===== src/rtl/mbox_i2c_master.sv =====
module mbox_i2c_master #(
  parameter int DIV_W     = 8,
  parameter int DIV_RESET = 4
) (
  input  logic        clk,
  input  logic        rst_n,
  input  logic        reg_wr,
  input  logic [3:0]  reg_addr,
  input  logic [15:0] reg_wdata,
  output logic [15:0] reg_rdata,
  output logic        irq,
  output logic        scl_oe,
  output logic        sda_oe,
  input  logic        sda_in
);
  localparam int PADW = 13 - DIV_W;

  typedef enum logic [1:0] {S_IDLE, S_START, S_BYTE, S_STOP} st_t;
  st_t state;

  logic [2:0]       ev, en, ev_set, ev_clr;
  logic [DIV_W-1:0] div, cnt;
  logic [15:0]      wbuf, rbuf, txd;
  logic [6:0]       cmd_addr;
  logic             cmd_wr, cmd_two, cmd_hold, claimed, abort, nack;
  logic [1:0]       q, byten;
  logic [3:0]       bitn;
  logic [7:0]       shreg;
  logic             busy, tick, cmd_go, rx_byte, last_byte, fin_hold, fin_stop, fin;

  assign busy      = state != S_IDLE;
  assign tick      = busy && cnt == div;
  assign cmd_go    = reg_wr && reg_addr == 4'h6 && !busy && reg_wdata[15:14] == 2'b10;
  assign rx_byte   = byten != 2'd0 && !cmd_wr;
  assign last_byte = byten == (cmd_two ? 2'd2 : 2'd1);
  assign fin_hold  = tick && q == 2'd3 && state == S_BYTE && bitn == 4'd8 && last_byte
                     && !(!rx_byte && nack) && cmd_hold;
  assign fin_stop  = tick && q == 2'd3 && state == S_STOP;
  assign fin       = fin_hold || fin_stop;
  assign ev_set    = !fin ? 3'b000 : abort ? 3'b001 : cmd_wr ? 3'b010 : 3'b100;
  assign ev_clr    = (reg_wr && reg_addr == 4'h0) ? reg_wdata[15:13] : 3'b000;
  assign irq       = |(ev & en);

  always_comb begin
    case (reg_addr)
      4'h0:    reg_rdata = {ev, 12'h000, busy};
      4'h2:    reg_rdata = {en, {PADW{1'b0}}, div};
      4'h4:    reg_rdata = wbuf;
      4'h8:    reg_rdata = rbuf;
      default: reg_rdata = 16'h0000;
    endcase
  end

  always_comb begin
    scl_oe = 1'b0;
    sda_oe = 1'b0;
    case (state)
      S_IDLE:  scl_oe = claimed;
      S_START: begin
        scl_oe = q[1];
        sda_oe = q != 2'd0;
      end
      S_BYTE: begin
        scl_oe = q == 2'd0 || q == 2'd3;
        if (bitn == 4'd8) sda_oe = rx_byte && !(last_byte && !cmd_hold);
        else              sda_oe = !rx_byte && !shreg[7];
      end
      S_STOP: begin
        scl_oe = q == 2'd0;
        sda_oe = q < 2'd2;
      end
      default: ;
    endcase
  end

  always_ff @(posedge clk or negedge rst_n) begin
    if (!rst_n) begin
      state    <= S_IDLE;
      ev       <= '0;
      en       <= '0;
      div      <= DIV_W'(DIV_RESET);
      cnt      <= '0;
      wbuf     <= '0;
      rbuf     <= '0;
      txd      <= '0;
      cmd_addr <= '0;
      cmd_wr   <= 1'b0;
      cmd_two  <= 1'b0;
      cmd_hold <= 1'b0;
      claimed  <= 1'b0;
      abort    <= 1'b0;
      nack     <= 1'b0;
      q        <= '0;
      byten    <= '0;
      bitn     <= '0;
      shreg    <= '0;
    end else begin
      if (reg_wr && reg_addr == 4'h2) begin
        en  <= reg_wdata[15:13];
        div <= reg_wdata[DIV_W-1:0];
      end
      if (reg_wr && reg_addr == 4'h4) wbuf <= reg_wdata;
      ev  <= (ev & ~ev_clr) | ev_set;
      cnt <= (!busy || tick) ? '0 : cnt + DIV_W'(1);

      if (cmd_go) begin
        state    <= S_START;
        q        <= '0;
        cmd_addr <= reg_wdata[7:1];
        cmd_wr   <= reg_wdata[10];
        cmd_two  <= reg_wdata[11];
        cmd_hold <= reg_wdata[13];
        txd      <= wbuf;
        abort    <= 1'b0;
        if (!reg_wdata[10]) rbuf <= '0;
      end else if (tick) begin
        q <= q + 2'd1;
        if (q == 2'd2 && state == S_BYTE) begin
          if (bitn == 4'd8) nack  <= sda_in;
          else if (rx_byte) shreg <= {shreg[6:0], sda_in};
        end
        if (q == 2'd3) begin
          case (state)
            S_START: begin
              state <= S_BYTE;
              bitn  <= '0;
              byten <= '0;
              shreg <= {cmd_addr, !cmd_wr};
            end
            S_BYTE: begin
              if (bitn != 4'd8) begin
                bitn <= bitn + 4'd1;
                if (!rx_byte) shreg <= {shreg[6:0], 1'b0};
              end else begin
                if (rx_byte) begin
                  if (byten == 2'd1) rbuf[7:0]  <= shreg;
                  else               rbuf[15:8] <= shreg;
                end
                if (!rx_byte && nack) begin
                  abort <= 1'b1;
                  state <= S_STOP;
                end else if (last_byte) begin
                  if (cmd_hold) begin
                    state   <= S_IDLE;
                    claimed <= 1'b1;
                  end else begin
                    state <= S_STOP;
                  end
                end else begin
                  byten <= byten + 2'd1;
                  bitn  <= '0;
                  shreg <= (byten == 2'd0) ? txd[7:0] : txd[15:8];
                end
              end
            end
            S_STOP: begin
              state   <= S_IDLE;
              claimed <= 1'b0;
            end
            default: ;
          endcase
        end
      end
    end
  end
endmodule


===== config.mk =====
export PLATFORM = sky130hd
export DESIGN_NAME = mbox_i2c_master
export DESIGN_NICKNAME = d
export VERILOG_FILES = /design/src/rtl/mbox_i2c_master.sv
export SDC_FILE = /design/constraint.sdc
export NUM_CORES = 1
export LEC_CHECK = 0
export BUFFER_PORTS_ARGS = -buffer_cell sky130_fd_sc_hd__buf_4
export CORE_MARGIN = 3
export CORE_UTILIZATION = 52
export DETAILED_ROUTE_END_ITERATION = 10
export PLACE_DENSITY = 0.77
export SLEW_MARGIN = 20
export SYNTH_ARGS = -nofsm -noshare
export SYNTH_HDL_FRONTEND = slang
export SYNTH_SLANG_ARGS = --single-unit
export TNS_END_PERCENT = 5

===== constraint.sdc =====
create_clock -name clk -period 1.95 [get_ports clk]
set_input_delay 0.195 -clock clk [delete_from_list [all_inputs] [get_ports clk]]
set_output_delay 0.195 -clock clk [all_outputs]
set_load 0.005 [all_outputs]

==> impl_metrics.py, run 1 <==
metrics = {
    "status": {
        "status": "complete, but fails checks",
        "violations": "negative setup slack",
    },
    "timing": {
        "maxSlewHeadroom": 0.604,
        "finalWorstSetupSlack_ns": -0.131,
        "grt_setup_unrepaired": "true",
        "slew_violations": 0,
        "skew_ns": 0.00994,
        "period_minus_slack_ns": 2.08,
        "timing.fmax_ghz": 0.481,
        "hold_violations": 0,
        "finalSetupViolCount": 3,
        "tightest_slew_ns": 0.593,
        "tns_ns": -0.260,
        "fin_crit_sh": 1.07,
        "fin_hold_ws_ns": 0.0264,
    },
    "cts": {
        "htreeDepth": 3,
        "cts_inserted_buffers": 9,
        "insertion_delay_ns": 0.38,
        "clock_path_buffers": 2,
        "cts_sinks": 101,
        "cts_tree": "yes",
        "clkTransAtPathRegs_ns": 0.09,
        "cts-root-buf": "clkbuf_8",
    },
    "floorplanning": {
        "num_rows": 35,
        "die_width_um": 106,
        "ios": 43,
        "die-area_sq_mm": 0.0113,
        "initial_core_util": 0.550,
        "fp.dieH_um": 106,
        "core-area_sq_mm": 0.00950,
    },
    "finish": {
        "fin_nets": 600,
        "diodes": 0,
        "drive_above_1_share": 0.368,
        "synthToLayoutAreaGrowth_pct": 24.9,
        "regArea_sq_mm": 0.00253,
        "multi_input_area_sq_mm": 0.00268,
        "fill_cells": 687,
        "final_area_sq_mm": 0.00653,
    },
    "logic_synthesis": {
        "synth_area_leaders": "dfrtp_1, mux2_2, mux2i_1",
        "synthTopCellsByCount": "dfrtp_1, nand2_1, mux2_2",
        "yosysUniqueCellTypes": 61,
        "synth_top_area_frac": 0.479,
        "ys_warn_count": 0,
        "ys_ff_latch": 101,
        "syn_inst": 472,
        "synth.most_common_cell": "dfrtp_1",
        "syn-cell-area_sq_mm": 0.00523,
        "async_reset_ff_frac": 1.00,
        "syn-num-nets": 509,
        "syn_avg_cell_area_sq_um": 11.1,
        "yosys.area.top_type": "dfrtp_1",
        "synthFlopType": "dfrtp_1",
        "synth_edf_count": 0,
        "yosysSeqAreaShare": 0.484,
    },
    "detailed_routing": {
        "first_iter_violations": 212,
        "vias_per_cell": 6.01,
        "routedWlPerCell_um": 19.4,
        "drc": 0,
        "ant_nets": 0,
        "dr.pass1.iters": 6,
        "dr_total_vias": 4188,
        "drt_wl_total_mm": 13.5,
    },
    "placed_design": {
        "io_buffers": 42,
        "pre_cts_ws_ns": -0.0245,
        "placedInstanceArea_sq_mm": 0.00606,
        "gp_congestion": 0.924,
        "dpl.hpwl_mm": 9.59,
    },
    "global_route": {
        "grt_use_total": 0.250,
        "overflow": 0,
        "grt_pass1_vias": 4371,
        "grt_max_degree": 46,
        "grt_pass1_wl_mm": 22.2,
        "antenna_found_initial": 0,
    },
    "power_and_ir_drop": {
        "p_sw_frac": 0.319,
        "ir_worst_vdd_mv": 0.572,
        "power_density_mw_per_mm2": 890,
        "total_power_mw": 5.81,
        "p_leak_nw": 3.09,
        "p_int_mw": 3.96,
        "clockPowerShare": 0.253,
        "seqPwrFrac": 0.482,
        "p_sw_mw": 1.85,
        "p_comb_frac": 0.265,
    },
    "worst_setup_path": {
        "critPathArrivalTime_ns": 1.89,
        "path_max_fanout": 4,
        "critPathLaunchType": "register",
        "critPathKind": "reg -> out",
        "worst_setup_path_end_kind": "primary output",
        "required_ns": 1.75,
    },
    "job": {
        "max_cap_viol_count": 0,
    },
    "min_path": {
        "hold_path.class": "in -> reg",
    },
}
registers in the layout, indices dropped and copies added, names as in the netlist:
register	count
claimed	1
txd	16
wbuf	16
state	2
nack	1
byten	2
q	2
abort	1
div	8
cmd_hold	1
cmd_two	1
cnt	8
shreg	8
cmd_wr	1
en	3
ev	3
cmd_addr	7
bitn	4
rbuf	16
final timing paths:
check,start,endpoint,slack (ns),cells past startpoint
max in group asynchronous,rst_n,div[2]$_DFFE_PN1P_,0.96,3
min reg2reg,txd[12]$_DFFE_PN0P_,txd[12]$_DFFE_PN0P_,0.52,1
min,reg_wdata[9],wbuf[9]$_DFFE_PN0P_,0.03,2
min in group asynchronous,rst_n,wbuf[7]$_DFFE_PN0P_,0.36,2
max,byten[1]$_DFFE_PN0P_,sda_oe,-0.13,7
max reg2reg,bitn[1]$_DFFE_PN0P_,shreg[0]$_DFFE_PN0P_,0.02,8
power by group through the flow:
stage | Clock, mW | Combinational, mW | Sequential [mW]
floorplan | 0 | 0.930 | 2.71
global placement | 0 | 1.39 | 2.79
detailed placement | 0 | 1.44 | 2.80
CTS | 1.49 | 1.45 | 2.76
global route | 1.57 | 1.71 | 2.85
finish | 1.47 | 1.54 | 2.80
cells in the final DEF, fill, tap and decap left out, types with 8 or more instances in the layout:
master and instances:
nand4_1 8, mux2i_1 27, nand3_1 10, nand2_1 53, nor2_1 24, a31oi_1 11, buf_4 90, mux2_2 48
a222oi_1 8, inv_1 20, clkbuf_8 9, dfrtp_1 99, o21ai_1 8
kinds of logic after synthesis:
family / share of synthesized area
AND/OR/NAND/NOR: 0.130
flip-flops: 0.484
AO/OA/AOI/OAI: 0.126
multiplexers: 0.170
buffers and inverters: 0.0361
XOR/XNOR: 0.0235
adder cells (fa/ha/maj): 0.0311
metrics by stage:
stage               utilization  instances
floorplan                     -        472
global placement          0.637        671
detailed placement        0.637        671
CTS                       0.671        693
global route              0.687        697
finish                    0.687        697
repair_timing:
action / CTS / global route
gates resized for setup: 18 / 28
pin swaps: 6 / 25
hold buffers: 1 / 0
endpoints found under the hold margin: 41 / 0
setup buffers: 5 / 4
setup endpoints to repair: 13 / 35
worst max-delay path, cell delays in order, from the launching register on:
cell,delay (ns)
dfrtp_1,0.40
buf_6,0.12
or3b_4,0.40
a21oi_2,0.13
nor2_1,0.05
o21ai_1,0.19
a21oi_1,0.09
buf_4,0.14
per-layer routing:
metal | track usage | vias up | wire length [um]
li1 | - | 1903 | -
met1 | 0.330 | 2077 | 5660
met2 | 0.409 | 177 | 6610
met3 | 0.0553 | 31 | 943
met4 | 0.0823 | 0 | 293
met5 | 0 | - | 0
cell type report:
cell class	count	area share
inverter	26	0.0163
clock inverter	5	0.0126
tap	129	0.0247
multi-input combinational	324	0.411
clock buffer	11	0.0201
sequential	101	0.387
timing repair buffer	101	0.128
Power figures use the tool's default switching activity.
==> run 2, diff against run 1 <==
==> constraint.sdc (replaced) <==
create_clock -name clk -period 1.95 [get_ports clk]
set_input_delay 0 -clock clk [delete_from_list [all_inputs] [get_ports clk]]
set_output_delay 0 -clock clk [all_outputs]
set_load 0.005 [all_outputs]
==> impl_metrics.py, run 2 (synthesis gave the netlist of run 1 again) <==
metrics = {
    "cts": {
        "htreeDepth": 3,
        "cts_inserted_buffers": 9,
        "cts_sinks": 101,
        "insertion_delay_ns": 0.37,
        "clock_path_buffers": 2,
        "cts-root-buf": "clkbuf_8",
        "cts_tree": "yes",
        "clkTransAtPathRegs_ns": 0.10,
    },
    "min_path": {
        "hold_path.class": "in -> reg",
        "hp-start": "reg_addr[3]",
    },
    "timing": {
        "period_minus_slack_ns": 1.95,
        "maxSlewHeadroom": 0.614,
        "fin_crit_sh": 0.998,
        "finalWorstSetupSlack_ns": 0.00483,
        "grt_setup_unrepaired": "true",
        "timing.fmax_ghz": 0.514,
        "hold_violations": 0,
        "slew_violations": 0,
        "tightest_slew_ns": 0.578,
        "skew_ns": 0.00991,
        "fin_hold_ws_ns": 0.0844,
        "finalSetupViolCount": 0,
    },
    "detailed_routing": {
        "drt_wl_total_mm": 13.5,
        "first_iter_violations": 267,
        "routedWlPerCell_um": 19.0,
        "drc": 0,
        "ant_nets": 0,
        "vias_per_cell": 6.01,
        "dr_total_vias": 4263,
        "dr.pass1.iters": 5,
    },
    "worst_setup_path": {
        "startpoint": "byten[1]$_DFFE_PN0P_",
        "critPathLaunchType": "register",
        "critPathArrivalTime_ns": 1.95,
        "reg2reg_from": "bitn[0]$_DFFE_PN0P_",
        "critPathKind": "reg -> out",
        "path_max_fanout": 5,
        "worst_setup_path_end_kind": "primary output",
        "required_ns": 1.95,
    },
    "floorplanning": {
        "ios": 43,
        "die_width_um": 106,
        "core-area_sq_mm": 0.00950,
        "fp.dieH_um": 106,
        "die-area_sq_mm": 0.0113,
        "initial_core_util": 0.550,
        "num_rows": 35,
    },
    "finish": {
        "fill_cells": 699,
        "final_cells": 709,
        "fin_nets": 612,
        "diodes": 0,
        "final_cell_mix": "dfrtp_1, buf_4, nand2_1",
        "final_common_cell": "dfrtp_1",
        "top_regs": "rbuf (16), txd (16), wbuf (16)",
        "synthToLayoutAreaGrowth_pct": 27.0,
        "drive_above_1_share": 0.362,
        "regArea_sq_mm": 0.00253,
        "multi_input_area_sq_mm": 0.00270,
        "final_area_sq_mm": 0.00664,
    },
    "global_route": {
        "grt_pass1_wl_mm": 22.2,
        "grt_pass1_vias": 4450,
        "grt_max_degree": 40,
        "grt_use_total": 0.249,
        "antenna_found_initial": 0,
        "overflow": 0,
    },
    "job": {
        "max_cap_viol_count": 0,
    },
    "status": {
        "status": "completed",
    },
    "power_and_ir_drop": {
        "p_leak_nw": 3.13,
        "ir_worst_vdd_mv": 0.519,
        "power_density_mw_per_mm2": 853,
        "total_power_mw": 5.66,
    },
    "placed_design": {
        "dp.cells": 671,
        "io_buffers": 42,
        "gp_congestion": 0.934,
        "dpl.hpwl_mm": 9.86,
        "pre_cts_ws_ns": -0.0364,
        "placedInstanceArea_sq_mm": 0.00606,
    },
}
run 2: cell types whose count changed in the layout (fill, tap and decap cells not counted), moves of 2 or more:
cell / previous run / this run
dlygate4sd3_1: 1 / 18
xnor2_2: 6 / 8
inv_1: 20 / 22
buf_4: 90 / 86
o21ai_1: 8 / 6
bufinv_16: 2 / 0
ha_4: 5 / 3
xnor2_1: 6 / 4
nand2_2: 1 / 3
clkbuf_8: 9 / 11
run 2: worst paths after layout:
| check | to | slack [ns] | cells after the start |
|---|---|---|---|
| worst max register to register | shreg[7]$_DFFE_PN0P_ | 0.05 | 9 |
| min in group asynchronous | wbuf[6]$_DFFE_PN0P_ | 0.15 | 2 |
| max in group asynchronous | state[1]$_DFFE_PN0P_ | 1.15 | 3 |
| worst min-delay path | ev[0]$_DFF_PN0_ | 0.08 | 5 |
| worst min register to register | ev[2]$_DFF_PN0_ | 0.49 | 1 |
| worst max-delay path | sda_oe | 0.005 | 7 |
run 2: area by class of cell:
class                   instances  share of cell area
clock buffers                  12              0.0234
inverters                      26              0.0155
clock inverters                 4             0.00471
multi-input cells             324               0.406
well taps                     129              0.0243
repair buffers                113               0.145
flip-flops and latches        101               0.381
run 2: what timing repair did:
| action | in CTS | in global routing |
|---|---|---|
| endpoints found under the setup margin | 14 | 34 |
| setup buffers | 3 | 1 |
| resized for setup | 14 | 31 |
| pin swaps | 3 | 7 |
| hold buffers | 18 | 0 |
| hold endpoints to repair | 77 | 0 |
run 2: critical path: stages (launching register included):
cell and delay [ns]:
dfrtp_1 0.39, buf_4 0.14, or3b_4 0.41, a21oi_2 0.19, nor2_2 0.07, o21ai_2 0.15, a21oi_1 0.09, buf_4 0.13
run 2: metrics by stage:
step	TNS (ns)	util
global route	-0.245	0.699
finish	0	0.699
floorplan	-0.0318	-
global placement	0	0.637
detailed placement	-0.0408	0.637
CTS	-0.0110	0.681
run 2: layer usage:
metal  GRT usage  up-vias  wire (um)
met1       0.333     2136       5770
met5           0        -          0
met2       0.417      170       6750
met3      0.0540       16        797
met4      0.0555        0        148
li1            -     1941          -
run 2: power by group:
group	leakage, nW	switching, mW	internal [mW]	total [mW]
sequential	1.31	0.382	2.42	2.81
clock	0.0969	0.718	0.542	1.26
combinational	1.73	0.755	0.842	1.60
==> run 3, diff against run 2 <==
- RECOVER_POWER: unset -> 50
==> impl_metrics.py, run 3 (synthesis gave the netlist of run 1 again) <==
metrics = {
    "detailed_routing": {
        "dr.pass1.iters": 7,
        "drc": 0,
        "first_iter_violations": 260,
        "routedWlPerCell_um": 19.0,
        "drt_wl_total_mm": 13.5,
        "vias_per_cell": 6.00,
        "ant_nets": 0,
        "dr_total_vias": 4254,
    },
    "timing": {
        "tightest_slew_ns": 1.07,
        "skew_ns": 0.00975,
        "period_minus_slack_ns": 1.94,
        "finalSetupViolCount": 0,
        "tns_ns": 0,
        "grt_setup_unrepaired": "true",
        "hold_violations": 0,
        "slew_violations": 0,
        "timing.fmax_ghz": 0.516,
        "maxSlewHeadroom": 0.286,
        "finalWorstSetupSlack_ns": 0.0106,
        "fin_crit_sh": 0.995,
    },
    "power_and_ir_drop": {
        "power_density_mw_per_mm2": 856,
        "p_leak_nw": 3.12,
        "ir_worst_vdd_mv": 0.521,
        "p_int_mw": 3.80,
        "clockPowerShare": 0.223,
        "p_sw_frac": 0.328,
        "seqPwrFrac": 0.496,
        "p_comb_frac": 0.281,
        "p_sw_mw": 1.85,
    },
    "placed_design": {
        "dpl.hpwl_mm": 9.86,
        "gp_congestion": 0.934,
        "io_buffers": 42,
        "pre_cts_ws_ns": -0.0364,
    },
    "worst_setup_path": {
        "critPathKind": "reg -> out",
        "crit_buf_inv": 2,
        "reg2reg_from": "bitn[0]$_DFFE_PN0P_",
        "reg2reg_slack_ns": 0.05,
        "max_stage_delay_ns": 0.41,
        "worst_setup_path_end_kind": "primary output",
        "critPathLaunchType": "register",
        "startpoint": "byten[1]$_DFFE_PN0P_",
        "r2r-end": "shreg[7]$_DFFE_PN0P_",
        "required_ns": 1.95,
        "crit_path_cell_trace": "buf_4, or3b_4, a21oi_2, nor2_2, o21ai_2, a21oi_1, buf_4",
        "path_max_fanout": 5,
        "cpMaxStageDelayCell": "or3b_4",
        "cp_top_family": "simple AND/OR/NAND/NOR gates",
        "reg2regPathDepth": 9,
        "critPathArrivalTime_ns": 1.94,
        "cp_common_cell": "buf_4",
    },
    "global_route": {
        "grt_pass1_vias": 4450,
        "met3_usage": 0.0540,
        "grt_use_total": 0.249,
        "overflow": 0,
        "grtUsageMet1": 0.333,
        "grt_pass1_wl_mm": 22.2,
        "gr-usage-met2": 0.417,
        "top_usage_layer": "met2",
        "antenna_found_initial": 0,
        "grt_max_degree": 40,
    },
    "finish": {
        "synthToLayoutAreaGrowth_pct": 26.4,
        "drive_above_1_share": 0.357,
        "fin_nets": 612,
        "final_util": 0.695,
        "diodes": 0,
        "final_cell_mix": "dfrtp_1, buf_4, nand2_1",
        "final_common_cell": "dfrtp_1",
        "top_regs": "rbuf (16), txd (16), wbuf (16)",
    },
    "cts": {
        "insertion_delay_ns": 0.37,
        "cts_tree": "yes",
        "cts_inserted_buffers": 9,
        "clock_path_buffers": 2,
        "cts-root-buf": "clkbuf_8",
        "htreeDepth": 3,
        "cts_sinks": 101,
        "clkTransAtPathRegs_ns": 0.10,
    },
    "floorplanning": {
        "die_width_um": 106,
        "initial_core_util": 0.550,
        "die-area_sq_mm": 0.0113,
        "num_rows": 35,
        "core-area_sq_mm": 0.00950,
        "ios": 43,
        "fp.dieH_um": 106,
    },
    "min_path": {
        "hold_path.class": "in -> reg",
        "holdPathStages": 5,
        "whs_endpoint": "ev[0]$_DFF_PN0_",
        "hp-start": "reg_addr[3]",
    },
    "status": {
        "status": "completed",
    },
    "job": {
        "max_cap_viol_count": 0,
    },
}
## run 3: worst max-delay path by stage
| stage | slack [ns] | cells past startpoint | to |
|---|---|---|---|
| final | 0.01 | 7 | sda_oe |
| after global placement | 0.08 | 6 | shreg[7]$_DFFE_PN0P_ |
| after detailed placement | -0.04 | 6 | shreg[7]$_DFFE_PN0P_ |
| after floorplan | -0.004 | 7 | rbuf[10]$_DFFE_PN0P_ |
| after CTS | -0.01 | 8 | shreg[7]$_DFFE_PN0P_ |
| after global routing | -0.06 | 7 | sda_oe |
## run 3: area by class of cell
class	instances	area [sq um]
Clock buffer	12	155
Sequential cell	101	2530
Inverter	26	103
Timing Repair Buffer	113	935
Fill cell	703	2890
Multi-Input combinational cell	324	2690
Tap cell	129	161
Clock inverter	4	31.3
## run 3: routing by layer
metal	up-vias	part of all wire
met5	-	0
met4	0	0.0097
met3	14	0.053
met2	149	0.51
met1	2143	0.43
li1	1948	-
## run 3: metrics by stage
stage          power (mW)  instances  hold slack (ns)  instance area, sq um
6_report             5.66        709           0.0857                  6610
3_5_place_dp         4.25        671          0.00558                  6060
5_1_grt              6.01        709            0.103                  6610
4_1_cts              5.54        708           0.0713                  6470
2_1_floorplan        3.64        472           -0.296                  5240
3_3_place_gp         4.18        671        -0.000527                  6060
## run 3: power groups by stage
| stage | Sequential (mW) | Combinational (mW) | Clock, mW |
|---|---|---|---|
| final | 2.81 | 1.59 | 1.26 |
| after global routing | 2.86 | 1.77 | 1.38 |
| after CTS | 2.76 | 1.49 | 1.29 |
| after detailed placement | 2.80 | 1.45 | 0 |
| after global placement | 2.78 | 1.39 | 0 |
| after floorplan | 2.71 | 0.930 | 0 |
## run 3: repair_timing
action	in CTS	in global routing
setup endpoints to repair	14	34
hold buffers	18	0
resized for setup	14	31
setup buffers	3	1
hold endpoints to repair	77	0
pin swaps	3	7
## run 3: worst min-delay path, cell delays in order
cell     delay [ns]
buf_4          0.16
nor3b_1        0.09
nand2_1        0.07
nand2_1        0.04
o21ai_1        0.06
